--- src/rtl/pxdemux_pkg.sv ---
package pxdemux_pkg;

  typedef enum logic {
    SRC_LIVE = 1'b0,
    SRC_HOLD = 1'b1
  } src_e;

  typedef struct packed {
    logic hold_en;
    logic wr_a;
    logic wr_b;
    src_e src_a;
    src_e src_b;
  } lane_ctl_t;

endpackage

--- src/rtl/pxd_phase.sv ---
module pxd_phase (
  input  logic clk,
  input  logic rst_n,
  input  logic sync_in,
  input  logic sync_pol,
  output logic ph_cur
);

  logic act;
  logic act_q;
  logic ph_q;
  logic line_start;

  assign act        = sync_pol ? sync_in : ~sync_in;
  assign line_start = act & ~act_q;
  assign ph_cur     = line_start ? 1'b0 : ~ph_q;

  always_ff @(posedge clk or negedge rst_n) begin
    if (!rst_n) begin
      act_q <= 1'b0;
      ph_q  <= 1'b1;
    end else begin
      act_q <= act;
      ph_q  <= ph_cur;
    end
  end

endmodule

--- src/rtl/pxd_ctrl.sv ---
module pxd_ctrl
  import pxdemux_pkg::*;
(
  input  logic      clk,
  input  logic      rst_n,
  input  logic      ph_cur,
  input  logic      dual_en,
  input  logic      par_en,
  input  logic      ab_swap,
  output lane_ctl_t ctl,
  output logic      porta_oe,
  output logic      portb_oe,
  output logic      data_stb
);

  logic s1_vld, s1_dual, s1_par, s1_ph, s1_dest;
  logic s1_dest_n;
  logic stb_n, oe_a_n, oe_b_n;
  logic oe_a_q, oe_b_q, stb_q;

  assign s1_dest_n = ph_cur ^ ab_swap;

  always_ff @(posedge clk or negedge rst_n) begin
    if (!rst_n) begin
      s1_vld  <= 1'b0;
      s1_dual <= 1'b0;
      s1_par  <= 1'b0;
      s1_ph   <= 1'b0;
      s1_dest <= 1'b0;
    end else begin
      s1_vld  <= 1'b1;
      s1_dual <= dual_en;
      s1_par  <= par_en;
      s1_ph   <= ph_cur;
      s1_dest <= s1_dest_n;
    end
  end

  always_comb begin
    ctl   = '{hold_en: 1'b0, wr_a: 1'b0, wr_b: 1'b0, src_a: SRC_LIVE, src_b: SRC_LIVE};
    stb_n = 1'b0;
    if (s1_vld) begin
      if (!s1_dual) begin
        ctl.wr_a = 1'b1;
        stb_n    = 1'b1;
      end else if (!s1_par) begin
        ctl.wr_a = ~s1_dest;
        ctl.wr_b = s1_dest;
        stb_n    = s1_ph;
      end else if (!s1_ph) begin
        ctl.hold_en = 1'b1;
      end else begin
        ctl.wr_a  = 1'b1;
        ctl.wr_b  = 1'b1;
        ctl.src_a = s1_dest ? SRC_HOLD : SRC_LIVE;
        ctl.src_b = s1_dest ? SRC_LIVE : SRC_HOLD;
        stb_n     = 1'b1;
      end
    end
  end

  assign oe_a_n = s1_vld ? 1'b1    : oe_a_q;
  assign oe_b_n = s1_vld ? s1_dual : oe_b_q;

  always_ff @(posedge clk or negedge rst_n) begin
    if (!rst_n) begin
      oe_a_q <= 1'b0;
      oe_b_q <= 1'b0;
      stb_q  <= 1'b0;
    end else begin
      oe_a_q <= oe_a_n;
      oe_b_q <= oe_b_n;
      stb_q  <= stb_n;
    end
  end

  assign porta_oe = oe_a_q;
  assign portb_oe = oe_b_q;
  assign data_stb = stb_q;

endmodule

--- src/rtl/pxd_lane.sv ---
module pxd_lane
  import pxdemux_pkg::*;
#(
  parameter int unsigned W = 8
) (
  input  logic         clk,
  input  logic         rst_n,
  input  logic [W-1:0] samp,
  input  lane_ctl_t    ctl,
  output logic [W-1:0] port_a,
  output logic [W-1:0] port_b
);

  logic [W-1:0] s1_q, hold_q, a_q, b_q;
  logic [W-1:0] hold_n, a_n, b_n;

  always_comb begin
    hold_n = ctl.hold_en ? s1_q : hold_q;
    a_n    = a_q;
    b_n    = b_q;
    if (ctl.wr_a) a_n = (ctl.src_a == SRC_HOLD) ? hold_q : s1_q;
    if (ctl.wr_b) b_n = (ctl.src_b == SRC_HOLD) ? hold_q : s1_q;
  end

  always_ff @(posedge clk or negedge rst_n) begin
    if (!rst_n) begin
      s1_q   <= '0;
      hold_q <= '0;
      a_q    <= '0;
      b_q    <= '0;
    end else begin
      s1_q   <= samp;
      hold_q <= hold_n;
      a_q    <= a_n;
      b_q    <= b_n;
    end
  end

  assign port_a = a_q;
  assign port_b = b_q;

endmodule

--- src/rtl/pxdemux.sv ---
module pxdemux
  import pxdemux_pkg::*;
#(
  parameter int unsigned W = 8
) (
  input  logic         clk,
  input  logic         rst_n,
  input  logic         sync_in,
  input  logic         sync_pol,
  input  logic         dual_en,
  input  logic         par_en,
  input  logic         ab_swap,
  input  logic [W-1:0] samp_r,
  input  logic [W-1:0] samp_g,
  input  logic [W-1:0] samp_b,
  output logic [W-1:0] porta_r,
  output logic [W-1:0] porta_g,
  output logic [W-1:0] porta_b,
  output logic [W-1:0] portb_r,
  output logic [W-1:0] portb_g,
  output logic [W-1:0] portb_b,
  output logic         porta_oe,
  output logic         portb_oe,
  output logic         data_stb
);

  localparam int unsigned NCH = 3;

  logic           ph_cur;
  lane_ctl_t      ctl;
  logic [W-1:0]   samp_v [NCH];
  logic [W-1:0]   pa_v   [NCH];
  logic [W-1:0]   pb_v   [NCH];

  assign samp_v[0] = samp_r;
  assign samp_v[1] = samp_g;
  assign samp_v[2] = samp_b;

  pxd_phase i_phase (
    .clk      (clk),
    .rst_n    (rst_n),
    .sync_in  (sync_in),
    .sync_pol (sync_pol),
    .ph_cur   (ph_cur)
  );

  pxd_ctrl i_ctrl (
    .clk      (clk),
    .rst_n    (rst_n),
    .ph_cur   (ph_cur),
    .dual_en  (dual_en),
    .par_en   (par_en),
    .ab_swap  (ab_swap),
    .ctl      (ctl),
    .porta_oe (porta_oe),
    .portb_oe (portb_oe),
    .data_stb (data_stb)
  );

  for (genvar c = 0; c < NCH; c++) begin : g_lane
    pxd_lane #(.W(W)) i_lane (
      .clk    (clk),
      .rst_n  (rst_n),
      .samp   (samp_v[c]),
      .ctl    (ctl),
      .port_a (pa_v[c]),
      .port_b (pb_v[c])
    );
  end

  assign porta_r = pa_v[0];
  assign porta_g = pa_v[1];
  assign porta_b = pa_v[2];
  assign portb_r = pb_v[0];
  assign portb_g = pb_v[1];
  assign portb_b = pb_v[2];

endmodule

--- config.mk ---
export PLATFORM = sky130hd
export DESIGN_NAME = pxdemux
export DESIGN_NICKNAME = d
export VERILOG_FILES = /design/src/rtl/pxdemux_pkg.sv /design/src/rtl/pxd_phase.sv /design/src/rtl/pxd_ctrl.sv /design/src/rtl/pxd_lane.sv /design/src/rtl/pxdemux.sv
export SDC_FILE = /design/constraint.sdc
export NUM_CORES = 1
export LEC_CHECK = 0
export ABC_CLOCK_PERIOD_IN_PS = 3900
export BUFFER_PORTS_ARGS = -buffer_cell sky130_fd_sc_hd__buf_4
export CAP_MARGIN = 20
export CORE_ASPECT_RATIO = 1.75
export CORE_MARGIN = 2
export CORE_UTILIZATION = 45
export CTS_BUF_LIST = sky130_fd_sc_hd__clkbuf_8 sky130_fd_sc_hd__clkbuf_16
export CTS_CLUSTER_DIAMETER = 50
export DETAILED_ROUTE_END_ITERATION = 16
export HOLD_SLACK_MARGIN = 0.02
export PLACE_DENSITY = 0.74
export REMOVE_ABC_BUFFERS = 1
export SYNTH_ARGS = -nofsm -noshare
export SYNTH_HDL_FRONTEND = slang
export SYNTH_SLANG_ARGS = --single-unit
--- constraint.sdc ---
create_clock -name clk -period 3.9 [get_ports clk]
set_input_delay 0.195 -clock clk [delete_from_list [all_inputs] [get_ports clk]]
set_output_delay 0.195 -clock clk [all_outputs]
set_load 0.02 [all_outputs]
==> impl_metrics.csv <==
group,metric,value,unit
status,status,"finished clean",
yosys,yosys.area_share.simple,5.83,%
power,ir_drop,0.335,mV
timing,maxSlewViolCount,0,
yosys,synth.area.top_cells,"dfrtp_1 65%, mux2i_1 12%, mux2_2 6.7%, o21ai_0 3.3%, a21oi_1 3.2%",
clock_tree,cts.path.max_buffers,2,
worst_setup_path,r2r_setup_slack,2.13,ns
finish,fin_nets,452,
detailed_routing,viasPerCell,4.96,
power,power.total,3.21,mW
placed_design,gp_congestion,0.717,
finish,syn2layout_area_growth,33.8,%
clock_tree,cts_root_buf,"clkbuf_16",
global_routing,grt_pass1_wl,13.4,mm
finish,antennaDiodeCount,0,
detailed_routing,vias,2694,
worst_setup_path,cp-start-kind,"flop",
detailed_routing,final_antenna_net_count,0,
worst_setup_path,critical_path_arrival,1.96,ns
yosys,seq_area_frac_synth,65.7,%
power,p_leak,2.56,nW
detailed_routing,routed_wl,8.36,mm
global_routing,grt_pass1_vias,2745,
flow_run,max-cap-violations,0,
floorplanning,die_area,9780,um^2
placed_design,io_buffers,81,
finish,drive_gt1_share,30.5,%
worst_setup_path,ff2ff_path_depth,5,
worst_setup_path,startpoint,"i_ctrl.s1_vld$_DFF_PN0_",
detailed_routing,wl_per_cell,15.4,um
yosys,syn-cell-area,4040,um^2
yosys,netlist_instances,310,
detailed_routing,drc,0,
clock_tree,cts_resized,0,
timing,finalHoldViolCount,0,
timing,max_slew_margin,60.8,%
clock_tree,cts.sinks,106,
worst_setup_path,critPathCapture,"g_lane[2].i_lane.port_b[4]$_DFFE_PN0P_",
placed_design,hpwl,5.19,mm
yosys,synth_top_family_by_area,"multiplexers",
worst_setup_path,r2r_end,"g_lane[2].i_lane.port_b[4]$_DFFE_PN0P_",
clock_tree,numCtsBuffers,9,
yosys,synth-compound-area-share,6.76,%
yosys,synth_top_cell_by_area,"dfrtp_1",
worst_setup_path,worstPathRequired,4.10,ns
worst_setup_path,reg2reg_from,"i_ctrl.s1_vld$_DFF_PN0_",
yosys,ys_ff_latch,106,
worst_setup_path,critPathCaptureType,"flop",
timing,fin_worst_skew,0.00509,ns
clock_tree,clk_pin_slew,0.06,ns
detailed_routing,dr.pass1.iters,4,
global_routing,grt-ovfl-total,0,
yosys,synthMuxAreaShare,18.6,%
global_routing,grt_usage,18.7,%
timing,max_freq,0.566,GHz
yosys,synth-xor-area-share,0.434,%
timing,min_period,1.77,ns
power,p_per_area,594,nW/um^2
clock_tree,htreeDepth,3,
floorplanning,ios,82,
hold_path,hold_path.class,"in -> reg",
global_routing,grt_start_max_net_pins,82,
detailed_routing,drt_iter0_markers,161,
timing,tns,0,ns
yosys,synth_warnings,0,
yosys,synth.avg_cell_area,13.0,um^2
floorplanning,start_util,46.3,%
worst_setup_path,critPathKind,"reg -> reg",
global_routing,antenna_found_initial,0,
yosys,synth_top_cell_area_share,65.1,%
clock_tree,clk-insertion-delay-late,0.34,ns
floorplanning,fp.dieH,129,um
yosys,yosysUniqueCellTypes,22,
floorplanning,row_count,45,
clock_tree,postCtsSetupBuffers,0,
timing,tightest_slew,0.587,ns
yosys,synth-adder-area-share,0,%
timing,setup_viol,0,
floorplanning,core,8730,um^2
floorplanning,die_x,75.6,um
timing,rsz0062_at_grt,"false",
clock_tree,tritoncts,"done",
timing,finalCritPeriodShare,45.3,%
worst_setup_path,critPathMaxFanout,24,
-- logic make-up (layout without fill, tap and decap cells) --
| group | count (synthesis) | after routing |
|---|---|---|
| other | 1 | 1 |
| muxes | 72 | 72 |
| and+or+nand+nor | 56 | 56 |
| buffers and inverters | 19 | 135 |
| AOI/OAI and AO/OA | 54 | 54 |
| DFF | 106 | 106 |
| xor gates and xnor gates | 2 | 2 |
-- sequential cells by signal, summed over array words and instances (netlist names) --
name	flops
g_lane.i_lane.s1_q	24
g_lane.i_lane.hold_q	24
i_phase.ph_q	1
i_phase.act_q	1
i_ctrl.porta_oe	1
i_ctrl.s1_vld	1
i_ctrl.s1_dest	1
g_lane.i_lane.port_b	24
i_ctrl.s1_par	1
i_ctrl.data_stb	1
g_lane.i_lane.port_a	24
i_ctrl.portb_oe	1
i_ctrl.s1_dual	1
i_ctrl.s1_ph	1
-- final cells by class --
| cell class | instances | area [um^2] |
|---|---|---|
| fill | 711 | 3330 |
| sequential | 106 | 2650 |
| multi-input combinational | 185 | 1300 |
| timing repair buffer | 116 | 1000 |
| clock buffer | 12 | 267 |
| tap | 117 | 146 |
| clock inverter | 4 | 20.0 |
| inverter | 3 | 11.3 |
-- worst max-delay path, cell delays in order (launching register included) --
cell	delay, ns
dfrtp_1	0.47
nand2_1	0.20
nor3_4	0.18
buf_4	0.43
mux2i_1	0.26
a21oi_1	0.08
-- timing repair --
action,4_1_cts,5_1_grt
endpoints found under the hold margin,27,15
hold buffers,27,1
setup endpoints to repair,0,0
-- placed cells by master, fill, tap and decap left out, types with 9 or more instances in the layout --
cell / n
a21oi_1: 25
buf_4: 85
clkbuf_16: 9
dfrtp_1: 105
dlygate4sd3_1: 28
mux2_2: 24
mux2i_1: 48
nand2_1: 26
nor2_1: 24
o21ai_0: 26
-- Yosys cell counts --
master / n
a21boi_0: 1
a21oi_1: 26
and2_1: 1
buf_2: 8
buf_4: 2
buf_6: 2
clkbuf_1: 4
conb_1: 1
dfrtp_1: 105
dfstp_2: 1
inv_1: 3
mux2_2: 24
mux2i_1: 48
nand2_1: 26
nand2b_1: 1
nand4_1: 2
nor2_1: 24
nor3_4: 1
o21ai_0: 27
or2_2: 1
xnor2_1: 1
xor2_1: 1
-- metrics by stage --
| step | worst slack [ns] | instances | cell area (um^2) | hold slack (ns) | utilization (%) |
|---|---|---|---|---|---|
| finish | 2.13 | 543 | 5400 | 0.0558 | 61.9 |
| global route | 2.04 | 543 | 5400 | 0.0591 | 61.9 |
| CTS | 1.97 | 539 | 5310 | 0.0421 | 60.8 |
| detailed placement | 1.99 | 496 | 4750 | 0.305 | 54.5 |
| global placement | 2.06 | 496 | 4750 | 0.304 | 54.5 |
| floorplan | 0.666 | 294 | 3950 | -0.101 | - |
-- how the worst min path moves through the flow --
stage / endpoint / start / cells after the start / slack, ns
floorplan: g_lane[0].i_lane.hold_q[0]$_DFFE_PN0P_ / rst_n / 0 / -0.10
global placement: i_ctrl.s1_dual$_DFF_PN0_ / dual_en / 1 / 0.30
detailed placement: g_lane[0].i_lane.s1_q[6]$_DFF_PN0_ / samp_r[6] / 1 / 0.31
CTS: i_phase.act_q$_DFF_PN0_ / sync_in / 2 / 0.04
global route: i_phase.act_q$_DFF_PN0_ / sync_in / 2 / 0.06
finish: i_phase.act_q$_DFF_PN0_ / sync_in / 2 / 0.06
-- per-layer routing --
layer	vias to the layer above	share of wire, %	GRT usage [%]
met5	-	0	0
li1	1283	-	-
met3	16	3.8	4.43
met2	56	54	30.8
met4	0	2.4	8.26
met1	1339	39	22.9
-- power breakdown --
group | total, mW | switching (mW) | internal [mW]
Combinational | 0.819 | 0.426 | 0.393
Clock | 0.850 | 0.371 | 0.480
Sequential | 1.54 | 0.183 | 1.36
Total | 3.21 | 0.980 | 2.23
Note: power is estimated with default switching activity, not from simulation.
